--- src/rtl/pcm_tx_port.sv ---
module pcm_tx_port #(
  parameter int W = 8
) (
  input  logic         clk,
  input  logic         rst_n,
  input  logic         bclk_i,
  input  logic         fs_i,
  input  logic         pdn_i,
  input  logic [W-1:0] code_i,
  input  logic         code_ld_i,
  output logic         sd_o,
  output logic         sd_oe_o,
  output logic         slot_n_o,
  output logic         long_mode_o
);
  localparam int CW = $clog2(W);
  localparam logic [CW-1:0] PRE = CW'(W - 2);

  logic bclk_q, bclk_p, fs_q, fs_p, pd_q;
  logic [W-1:0] hold, sr;
  logic [CW-1:0] cnt;
  logic [1:0] plen, seen;
  logic oe, pend, tail, fall_seen, started, frame_long, long_mode;

  wire b_rise = bclk_q & ~bclk_p;
  wire b_fall = ~bclk_q & bclk_p;
  wire f_rise = fs_q & ~fs_p;
  wire f_fall = ~fs_q & fs_p;
  wire busy   = oe | pend;
  wire ok     = (seen == 2'd2) || (f_rise && seen == 2'd1);
  wire go_s   = !long_mode && fs_q && b_fall && !started && !busy && ok;
  wire go_l   = long_mode && fs_q && bclk_q && !started && !busy && ok;

  always_ff @(posedge clk or negedge rst_n) begin
    if (!rst_n) begin
      bclk_q <= 1'b0; bclk_p <= 1'b0;
      fs_q   <= 1'b0; fs_p   <= 1'b0;
      pd_q   <= 1'b1;
    end else begin
      bclk_q <= bclk_i; bclk_p <= bclk_q;
      fs_q   <= fs_i;   fs_p   <= fs_q;
      pd_q   <= pdn_i;
    end
  end

  always_ff @(posedge clk or negedge rst_n) begin
    if (!rst_n) hold <= '0;
    else if (code_ld_i) hold <= code_i;
  end

  always_ff @(posedge clk or negedge rst_n) begin
    if (!rst_n) begin
      sr <= '0; cnt <= '0; plen <= '0; seen <= '0;
      oe <= 1'b0; pend <= 1'b0; tail <= 1'b0; fall_seen <= 1'b0;
      started <= 1'b0; frame_long <= 1'b0; long_mode <= 1'b0;
    end else if (pd_q) begin
      cnt <= '0; plen <= '0; seen <= '0;
      oe <= 1'b0; pend <= 1'b0; tail <= 1'b0; fall_seen <= 1'b0;
      started <= 1'b0; long_mode <= 1'b0;
    end else begin
      if (f_rise) plen <= {1'b0, b_fall};
      else if (fs_q && b_fall && plen != 2'd3) plen <= plen + 2'd1;
      if (f_fall) long_mode <= (plen == 2'd3);
      if (f_rise && seen != 2'd2) seen <= seen + 2'd1;
      if (!fs_q) started <= 1'b0;

      if (go_s) begin
        pend <= 1'b1; started <= 1'b1; sr <= hold; frame_long <= 1'b0;
      end else if (go_l) begin
        oe <= 1'b1; cnt <= '0; tail <= 1'b0; fall_seen <= 1'b0;
        started <= 1'b1; sr <= hold; frame_long <= 1'b1;
      end else if (pend) begin
        if (b_rise) begin
          pend <= 1'b0; oe <= 1'b1; cnt <= '0; tail <= 1'b0; fall_seen <= 1'b0;
        end
      end else if (oe) begin
        if (!tail) begin
          if (b_rise) begin
            sr  <= sr << 1;
            cnt <= cnt + 1'b1;
            if (cnt == PRE) tail <= 1'b1;
          end
        end else if (!frame_long) begin
          if (b_fall) begin oe <= 1'b0; tail <= 1'b0; end
        end else begin
          if (b_fall) fall_seen <= 1'b1;
          if ((fall_seen || b_fall) && !fs_q) begin
            oe <= 1'b0; tail <= 1'b0; fall_seen <= 1'b0;
          end
        end
      end
    end
  end

  assign sd_o        = oe & sr[W-1];
  assign sd_oe_o     = oe;
  assign slot_n_o    = ~oe;
  assign long_mode_o = long_mode;
endmodule


--- config.mk ---
export PLATFORM = sky130hd
export DESIGN_NAME = pcm_tx_port
export DESIGN_NICKNAME = d
export VERILOG_FILES = /design/src/rtl/pcm_tx_port.sv
export SDC_FILE = /design/constraint.sdc
export NUM_CORES = 1
export LEC_CHECK = 0
export ABC_AREA = 1
export BUFFER_PORTS_ARGS = -buffer_cell sky130_fd_sc_hd__clkbuf_2
export CAP_MARGIN = 5
export CORE_MARGIN = 2
export CORE_UTILIZATION = 58
export CTS_CLUSTER_SIZE = 25
export DETAILED_ROUTE_END_ITERATION = 8
export GPL_ROUTABILITY_DRIVEN = 1
export GPL_TIMING_DRIVEN = 0
export HOLD_SLACK_MARGIN = 0.03
export PLACE_DENSITY = 0.86
export SYNTH_ARGS = -nofsm -noshare
export SYNTH_HDL_FRONTEND = slang
export SYNTH_SLANG_ARGS = --single-unit
export TNS_END_PERCENT = 50
--- constraint.sdc ---
create_clock -name clk -period 2.1 [get_ports clk]
set_clock_uncertainty 0.2 [all_clocks]
set_input_delay 0.315 -clock clk [delete_from_list [all_inputs] [get_ports clk]]
set_output_delay 0.315 -clock clk [all_outputs]
set_load 0.02 [all_outputs]
==> results.md, run 1 <==
* Initial antenna violation count at 0
* Slew Viols, Final at 0
* Vias in the first global route at 1281
* CP Buf/Inv Count at 4
* Clock Tree Root: clkbuf_4
* Worst slew margin at 0.442
* Fin crit share at 0.889
* Layout cells sized above 1 at 0.206
* Vias at 1392
* Hold depth at 3
* CTS max path bufs at 2
* Ys async rst share at 1.00
* Pin count of the biggest net entering global routing at 36
* Rows at 20
* Detailed Route WL at around 3100 um
* Number of max-cap violations at 0
* Largest area contributor in the netlist: dfrtp_1
* Global Route Usage Sum at 0.208
* Switching power at between 0.4 and 0.5 mW
* Num ports at 18
* EDFF count, synth at 0
* Library cells used by synthesis at 28
* Seq/Total Area, Yosys at 0.491
* Routed len/inst at 11.3 um
* Postcts setup bufs at 0
* Type of the tightest min-delay check: in -> reg
* Worst endpoint required time at roughly 2100 ps
* Avg Inst Size Synth at 8.63 um^2
* Die Y at 59.5 um
* 1st-iter DRT viols at 29
* GP Congestion at 0.779
* Synth cell count leaders: nand2_1 (70), dfrtp_1 (34), inv_1 (22), nand3_1 (18), nor2_1 (10)
* Fin area at between 2000 and 2500 um^2
* Leak at about 1.1 nW
* PwrDens at just under 700 nW/um^2
* Dpl cell area at 1910 um^2
* Setup Viol. Count Final at 0
* Total CTS buffers at 5
* Post-synth top area share at 0.477
* CP Data Arrival Time at roughly 1900 ps
* R2R depth at 8
* Final HPWL DP at roughly 2100 um
* RSZ-0062 raised after global routing: false
* CP Capture Type: flop
* Initial core utilization at 0.600
* Hold Fails Final Rpt at 0
* Delay-heaviest family, CP: buffers and inverters
* Synth Warn # at 0
* Synth Net Count at about 230
* Critical path startpoint category: flop
* Sink Count at 35
* Max frequency at 536 MHz
* Worst skew pair latency at between 300 and 400 ps
* Combinational share of power at 0.192
* Area Overhead vs Synth at 16.5%
* Max VDD drop at between 0.0005 and 0.0006 V
* Largest stage delay, worst path at roughly 520 ps
* DRC errors left at 0
* Worst setup path class: reg -> reg
* Min Tclk post-route at 1870 ps
* ANT nets after route at 0
* Status: completed
* CP max FO at 10
* Setup_tns at 0 ps
* Cells after Synth at a little over 200
* Most frequent cell after synthesis: nand2_1
* Antenna Cells at 0
* Critical-path cell list: buf_2 -> clkinv_1 -> nand2_2 -> nand2_1 -> inv_1 -> nand2_1 -> nand2_1 -> inv_1
* Global-route wire length before repair at 5480 um
* Post-Syn Area at between 1500 and 2000 um^2
* Share of total power in sequential cells at 0.560
* Final Total Pwr at 1.44 mW
* Worst-Margin Slew at 837 ps
* H-tree levels at 2
* Int Pwr at 1.00 mW
* Reg clk slew, reported paths at around 100 ps
* Core Area at 2980 um^2
* Worst path slowest cell: dfstp_2
* TritonCTS clock tree: built
* Vias per Instance at about 5.0
* DIE WIDTH at 59.5 um
* Sw frac at 0.302
* Flops & latches, synth at 35
* Worst Hold Slack at 165 ps
* Top FF cell, synth: dfrtp_1
* Die Footprint at roughly 3500 um^2
* Clock power frac at 0.248
* Most frequent CP cell: nand2_1
* Overflow left after global routing at 0
* DRT Pass-1 Iters at 4
* PortBufs at 16
* Instance count on the critical path at 8
* Final net count at 261
* Synth top area cells: dfrtp_1 (48%), nand2_1 (15%), nand3_1 (5.0%)
-- tightest hold or removal path, stage by stage --
cell and delay [ps]:
clkbuf_1 190, nand2_1 100, o21ai_0 70
-- routing by layer --
| metal | routed length, um | GRT usage |
|---|---|---|
| met5 | 0 | 0 |
| met4 | 40 | 0.0584 |
| met3 | 138 | 0.0699 |
| met2 | 1490 | 0.336 |
| met1 | 1460 | 0.265 |
-- power groups by stage --
stage          Combinational [mW]  Clock, mW  Sequential [mW]
3_3_place_gp                0.250          0            0.814
2_1_floorplan               0.200          0            0.807
6_report                    0.276      0.356            0.804
3_5_place_dp                0.260          0            0.816
4_1_cts                     0.277      0.364            0.804
5_1_grt                     0.320      0.394            0.814
-- worst paths after layout --
path,start,end,slack (ps)
worst min-delay path,code_ld_i,hold[0],170
max in group asynchronous,rst_n,tail,780
worst min register to register,bclk_q,bclk_p,240
worst max-delay path,pd_q,tail,230
worst max register to register,pd_q,tail,230
min in group asynchronous,rst_n,seen[1],390
-- per-stage QoR --
step | setup WS, ps | std cells | util
global placement | 277 | 256 | 0.640
floorplan | 453 | 207 | -
finish | 234 | 276 | 0.699
global route | 81.3 | 276 | 0.699
detailed placement | 260 | 256 | 0.640
CTS | 249 | 276 | 0.699
-- layout make-up --
type	count	area [um^2]
buffer	3	20.0
clock buffer	6	41.3
clock inverter	2	12.5
fill	213	897
inverter	24	92.6
multi-input combinational	145	796
sequential	35	877
tap	33	41.3
timing repair buffer	28	200
-- kinds of logic (layout without fill, tap and decap cells) --
kind of cell,count (synthesis),in the layout,share of synthesized area
adder cells (fa/ha/maj),5,5,0.0350
AND/OR/NAND/NOR,113,113,0.291
flip-flops,35,35,0.491
multiplexers,7,7,0.0442
buffers and inverters,27,63,0.0631
AO/OA/AOI/OAI,19,19,0.0708
XOR/XNOR,1,1,0.00491
-- state kept, by name (all words and copies together), names as in the netlist --
register and cells:
seen 2, started 1, pd_q 1, pend 1
bclk_p 1, cnt 3, tail 1, bclk_q 1
plen 2, fs_q 1, sr 8, hold 8
fs_p 1, fall_seen 1, long_mode_o 1, frame_long 1
sd_oe_o 1
-- placed cells by master, fill, tap and decap left out, types with 2 or more instances in the layout --
cell type / instances
a21oi_1: 4
clkbuf_1: 2
clkbuf_2: 16
clkbuf_4: 5
dfrtp_1: 34
dlygate4sd3_1: 12
ha_1: 5
inv_1: 22
mux2_2: 7
nand2_1: 70
nand2_2: 3
nand2_4: 3
nand3_1: 18
nand3_2: 2
nor2_1: 10
nor2_2: 2
nor3_1: 2
o21ai_0: 8
o21ai_2: 3
o31ai_1: 2
-- repair_timing --
item | in CTS | in global routing
endpoints found under the hold margin | 45 | 0
gates resized for setup | 0 | 0
hold buffers | 12 | 0
setup endpoints to repair | 0 | 0
Note: power is estimated with default switching activity, not from simulation.
==> run 2: changes to the inputs <==
--- a/config.mk
+++ b/config.mk
@@ -9,13 +9,12 @@
 export BUFFER_PORTS_ARGS = -buffer_cell sky130_fd_sc_hd__clkbuf_2
 export CAP_MARGIN = 5
 export CORE_MARGIN = 2
-export CORE_UTILIZATION = 58
+export CORE_UTILIZATION = 32
 export CTS_CLUSTER_SIZE = 25
 export DETAILED_ROUTE_END_ITERATION = 8
-export GPL_ROUTABILITY_DRIVEN = 1
 export GPL_TIMING_DRIVEN = 0
 export HOLD_SLACK_MARGIN = 0.03
-export PLACE_DENSITY = 0.86
+export PLACE_DENSITY = 0.56
 export SYNTH_ARGS = -nofsm -noshare
 export SYNTH_HDL_FRONTEND = slang
 export SYNTH_SLANG_ARGS = --single-unit
==> results.md, run 2 (synthesis results as in run 1) <==
* Total CTS buffers at 5 (unchanged)
* Area Overhead vs Synth at 16.9%
* Type of the tightest min-delay check: in -> reg
* Die Y at 78.7 um (+32%)
* Commonest non-fill, non-tap cells in the layout: nand2_1 (70), dfrtp_1 (34), inv_1 (22)
* Final HPWL DP at 2370 um (+12%)
* CP max FO at 10 (unchanged)
* Worst setup path class: reg -> reg
* Biggest regs: hold (8), sr (8), cnt (3)
* Largest stage delay, worst path at 370 ps (-150 ps)
* Antenna Cells at 0 (unchanged)
* Number of max-cap violations at 0 (unchanged)
* Hold Fails Final Rpt at 0 (unchanged)
* CP Capture Type: flop
* Initial antenna violation count at 0 (unchanged)
* Num ports at 18 (unchanged)
* Overflow left after global routing at 0 (unchanged)
* Worst slew margin at 0.438 (-0.00400)
* GP Congestion at 0.758 (-2.8%)
* Detailed Route WL at 3280 um (+4.8%)
* PwrDens at 754 nW/um^2 (+9.2%)
* DIE WIDTH at 78.7 um (+32%)
* Setup_tns at 0 ps (unchanged)
* Core Area at 5440 um^2 (+83%)
* ANT nets after route at 0 (unchanged)
* Clock Tree Root: clkbuf_8
* Setup Viol. Count Final at 0 (unchanged)
* Leak at 1.10 nW (-1.2%)
* DRC errors left at 0 (unchanged)
* Final net count at 253 (-3.1%)
* Layout fillers at 554 (+160%)
* Worst path slowest cell: dfrtp_1
* Layout cells sized above 1 at 0.213 (+0.00700)
* 1st-iter DRT viols at 71 (+140%)
* Die Footprint at 6190 um^2 (+75%)
* Pin count of the biggest net entering global routing at 36 (unchanged)
* H-tree levels at 2 (unchanged)
* Worst endpoint required time at 2080 ps (-60 ps)
* Reg clk slew, reported paths at 70 ps (-30 ps)
* DRT Pass-1 Iters at 4 (unchanged)
* Critical path startpoint category: flop
* Status: completed
* RSZ-0062 raised after global routing: false
* Worst skew pair latency at 280 ps (-60 ps)
* Routed len/inst at 10.7 um (-5.8%)
* Fin crit share at 0.894 (+0.00538)
* Vias in the first global route at 1329 (+3.7%)
* Global-route wire length before repair at 6040 um (+10%)
* Rows at 27 (+35%)
* Initial core utilization at 0.328 (-0.271)
* CP Data Arrival Time at 1860 ps (-50 ps)
* Final Total Pwr at 1.57 mW (+9.5%)
* Critical-path cell list: inv_1 -> ha_1 -> nand3_1 -> nand2_2 -> nand2_4 -> nand2_4 -> o21ai_4 -> inv_4 -> nand2_1 -> nand2_1
* Max VDD drop at 0.000360 V (-30%)
* CTS max path bufs at 2 (unchanged)
* Min Tclk post-route at 1880 ps (+11.3 ps)
* TritonCTS clock tree: built
* Global Route Usage Sum at 0.124 (-0.0834)
* Max frequency at 533 MHz (-0.60%)
* Vias per Instance at 4.38 (-13%)
* Vias at 1344 (-3.4%)
* PortBufs at 16 (unchanged)
* Most common cell after layout, fill and taps aside: nand2_1
* Delay-heaviest family, CP: simple AND/OR/NAND/NOR gates
* Slew Viols, Final at 0 (unchanged)
* Worst-Margin Slew at 843 ps (+5.99 ps)
* Sink Count at 35 (unchanged)
* CP Buf/Inv Count at 2 (-2)
run 2: changes by cell type in the layout (fill, tap and decap cells not counted):
cell           previous run  this run
clkbuf_4                  5         0
clkbuf_8                  0         6
clkinvlp_4                1         0
dlygate4sd3_1            12         4
run 2: stage by stage:
stage | worst slack (ps) | hold WS (ps) | utilization | cell area [um^2] | instances
3_5_place_dp | 206 | 203 | 0.360 | 1960 | 295
2_1_floorplan | 453 | -181 | - | 1790 | 207
5_1_grt | 43.8 | 48.7 | 0.384 | 2090 | 307
3_3_place_gp | 236 | 203 | 0.360 | 1960 | 295
6_report | 223 | 49.0 | 0.384 | 2090 | 307
4_1_cts | 197 | 46.1 | 0.384 | 2090 | 307
run 2: layer usage:
| layer | track usage | vias up | part of all wire |
|---|---|---|---|
| li1 | - | 713 | - |
| met1 | 0.148 | 602 | 0.48 |
| met2 | 0.214 | 23 | 0.47 |
| met3 | 0.0341 | 6 | 0.034 |
| met4 | 0.0474 | 0 | 0.017 |
| met5 | 0 | - | 0 |
run 2: worst min-delay path, stage by stage:
cell and delay (ps):
clkbuf_2 70, nand2_1 40, o21ai_0 60
run 2: path summary, 6_finish.rpt:
path	start	endpoint	slack, ps	cells past startpoint
worst min-delay path	code_i[0]	hold[0]	50	3
worst max-delay path	seen[1]	sr[5]	220	10
min in group asynchronous	rst_n	bclk_q	470	2
max in group asynchronous	rst_n	hold[1]	700	2
worst min register to register	bclk_q	bclk_p	220	0
worst max register to register	seen[1]	sr[5]	220	10
run 2: final cells by class:
class	count	area, um^2	share of cell area
clock buffers	7	86.3	0.0414
clock inverters	1	5.00	0.00240
plain buffers	3	20.0	0.00959
repair buffers	20	120	0.0576
well taps	72	90.1	0.0432
multi-input cells	145	796	0.381
flip-flops and latches	35	877	0.420
inverters	24	92.6	0.0444
run 2: power by group:
group | switching [mW] | internal (mW) | total (mW)
registers | 0.0549 | 0.752 | 0.807
clock network | 0.238 | 0.265 | 0.502
logic | 0.152 | 0.112 | 0.264
total | 0.445 | 1.13 | 1.57
run 2: timing repair:
item                      4_1_cts  5_1_grt
hold endpoints to repair       37        0
setup buffers                   0        0
hold buffers                    4        0
resized for setup               0        0
==> run 3: changes to the inputs <==
--- a/config.mk
+++ b/config.mk
@@ -8,13 +8,15 @@
 export ABC_AREA = 1
 export BUFFER_PORTS_ARGS = -buffer_cell sky130_fd_sc_hd__clkbuf_2
 export CAP_MARGIN = 5
+export CELL_PAD_IN_SITES_DETAIL_PLACEMENT = 1
+export CELL_PAD_IN_SITES_GLOBAL_PLACEMENT = 2
 export CORE_MARGIN = 2
 export CORE_UTILIZATION = 32
 export CTS_CLUSTER_SIZE = 25
 export DETAILED_ROUTE_END_ITERATION = 8
 export GPL_TIMING_DRIVEN = 0
 export HOLD_SLACK_MARGIN = 0.03
-export PLACE_DENSITY = 0.56
+export PLACE_DENSITY = 0.79
 export SYNTH_ARGS = -nofsm -noshare
 export SYNTH_HDL_FRONTEND = slang
 export SYNTH_SLANG_ARGS = --single-unit
==> results.md, run 3 (synthesis results as in run 1) <==
* Status: completed
* Die Footprint at 6190 um^2 (unchanged)
* Critical path startpoint category: flop
* Clock Tree Root: clkbuf_8
* CTS max path bufs at 2 (unchanged)
* Die Y at 78.7 um (unchanged)
* Area Overhead vs Synth at 18.1%
* DRC errors left at 0 (unchanged)
* Worst reg2reg startpoint: seen[0]
* Global Route Usage Sum at 0.140 (+0.0159)
* Pin count of the biggest net entering global routing at 36 (unchanged)
* CP max FO at 10 (unchanged)
* Worst setup margin at 226 ps (+2.78 ps)
* Max VDD drop at 0.000325 V (-9.9%)
* GP Congestion at 0.715 (-5.6%)
* Max frequency at 534 MHz (+0.15%)
* Worst skew pair latency at 290 ps (about the same)
* Detailed Route WL at 3720 um (+13%)
* Overflow left after global routing at 0 (unchanged)
* CP Capture Type: flop
* Met2 Usage GRT at 0.240 (+0.0265)
* 1st-iter DRT viols at 53 (-25%)
* Global-route wire length before repair at 6800 um (+12%)
* Vias in the first global route at 1517 (+14%)
* PortBufs at 16 (unchanged)
* Number of max-cap violations at 0 (unchanged)
* Leak at 1.11 nW (+0.17%)
* Initial core utilization at 0.328 (unchanged)
* DIE WIDTH at 78.7 um (unchanged)
* Final HPWL DP at 2740 um (+16%)
* Worst Hold Slack at 54.2 ps (+5.26 ps)
* Setup Viol. Count Final at 0 (unchanged)
* Initial antenna violation count at 0 (unchanged)
* Layout fillers at 663 (+20%)
* Global route hottest layer: met2
* Routed len/inst at 12.1 um (+13%)
* R2r setup slk at 230 ps (about the same)
* Final net count at 254 (+0.40%)
* Vias per Instance at 4.51 (+3.1%)
* Biggest regs: hold (8), sr (8), cnt (3)
* ANT nets after route at 0 (unchanged)
* RSZ-0062 raised after global routing: false
* Total CTS buffers at 5 (unchanged)
* Num ports at 18 (unchanged)
* PwrDens at 761 nW/um^2 (+0.96%)
* R2R depth at 10 (unchanged)
* Rows at 27 (unchanged)
* Worst slew margin at 0.406 (-0.0314)
* Type of the tightest min-delay check: in -> reg
* Worst hold path startpoint: code_i[2]
* Fin crit share at 0.893 (-0.00132)
* M1 GR Usage at 0.173 (+0.0250)
* Core Area at 5440 um^2 (unchanged)
* Pre-CTS setup slack at 193 ps (-13.3 ps)
* TritonCTS clock tree: built
* Hold Fails Final Rpt at 0 (unchanged)
* Reg clk slew, reported paths at 80 ps (about the same)
* Layout cells sized above 1 at 0.220 (+0.00757)
* Slew Viols, Final at 0 (unchanged)
* Worst setup path class: reg -> reg
* Min Tclk post-route at 1870 ps (-2.78 ps)
* Hold depth at 2 (-1)
* Hold EP: hold[2]
* Met3 Resource Use GR at 0.0341 (unchanged)
* Worst r2r dst: sr[6]
* Vias at 1390 (+3.4%)
* H-tree levels at 2 (unchanged)
* Sink Count at 35 (unchanged)
* Most common cell after layout, fill and taps aside: nand2_1
* Antenna Cells at 0 (unchanged)
* Setup_tns at 0 ps (unchanged)
* CP Data Arrival Time at 1860 ps (about the same)
* Worst-Margin Slew at 890 ps (+47.1 ps)
* Worst endpoint required time at 2080 ps (about the same)
* DRT Pass-1 Iters at 4 (unchanged)
* Commonest non-fill, non-tap cells in the layout: nand2_1 (70), dfrtp_1 (34), inv_1 (22)
## run 3: cell count changes in the layout (fill, tap and decap cells not counted)
cell           delta
clkinv_2          -1
clkbuf_1          -1
clkinvlp_4        +2
clkinv_4          +1
clkinv_1          -1
dlygate4sd3_1     +1
## run 3: through the flow
step,total power [mW],instance area (um^2),cells,utilization
global route,1.72,2110,308,0.388
floorplan,1.01,1790,207,-
finish,1.60,2110,308,0.388
global placement,1.08,1960,295,0.360
detailed placement,1.09,1960,295,0.360
CTS,1.64,2100,308,0.387
## run 3: routing by layer
metal | wire [um] | up-vias
met3 | 95 | 7
met5 | 0 | -
met2 | 1780 | 18
met1 | 1780 | 650
li1 | - | 715
met4 | 61 | 0
## run 3: area by class of cell
cell class	count	area (um^2)	share of cell area
sequential	35	877	0.416
multi-input combinational	145	796	0.377
timing repair buffer	21	130	0.0617
inverter	24	96.3	0.0457
tap	72	90.1	0.0427
clock buffer	6	82.6	0.0392
buffer	3	20.0	0.00950
clock inverter	2	16.3	0.00772
## run 3: power breakdown
| part | switching (mW) | leakage [nW] | internal, mW |
|---|---|---|---|
| clock network | 0.257 | 0.0474 | 0.268 |
| logic | 0.160 | 0.612 | 0.114 |
| registers | 0.0539 | 0.447 | 0.752 |
| total | 0.471 | 1.11 | 1.13 |
## run 3: critical path, stage by stage, from the launching register on
cell and delay (ps):
dfrtp_1 360, inv_1 70, ha_1 190, inv_1 80
nand2_2 90, nand3_2 150, nand2_4 120, o21ai_4 300
inv_4 90, nand2_1 70, nand2_1 50
## run 3: worst max-delay path by stage
| stage | start | end | slack, ps | cells after the start |
|---|---|---|---|---|
| 3_5_place_dp | seen[0] | sr[7] | 190 | 10 |
| 3_3_place_gp | pd_q | tail | 200 | 8 |
| 6_report | seen[0] | sr[6] | 230 | 10 |
| 2_1_floorplan | seen[0] | sr[1] | 450 | 10 |
| 5_1_grt | seen[1] | sr[3] | 30 | 10 |
| 4_1_cts | pd_q | tail | 180 | 8 |
## run 3: repair_timing
item | 4_1_cts | 5_1_grt
hold buffers | 5 | 0
gates resized for setup | 0 | 1
endpoints found under the setup margin | 0 | 1
endpoints found under the hold margin | 38 | 0
buffers inserted | 0 | 0
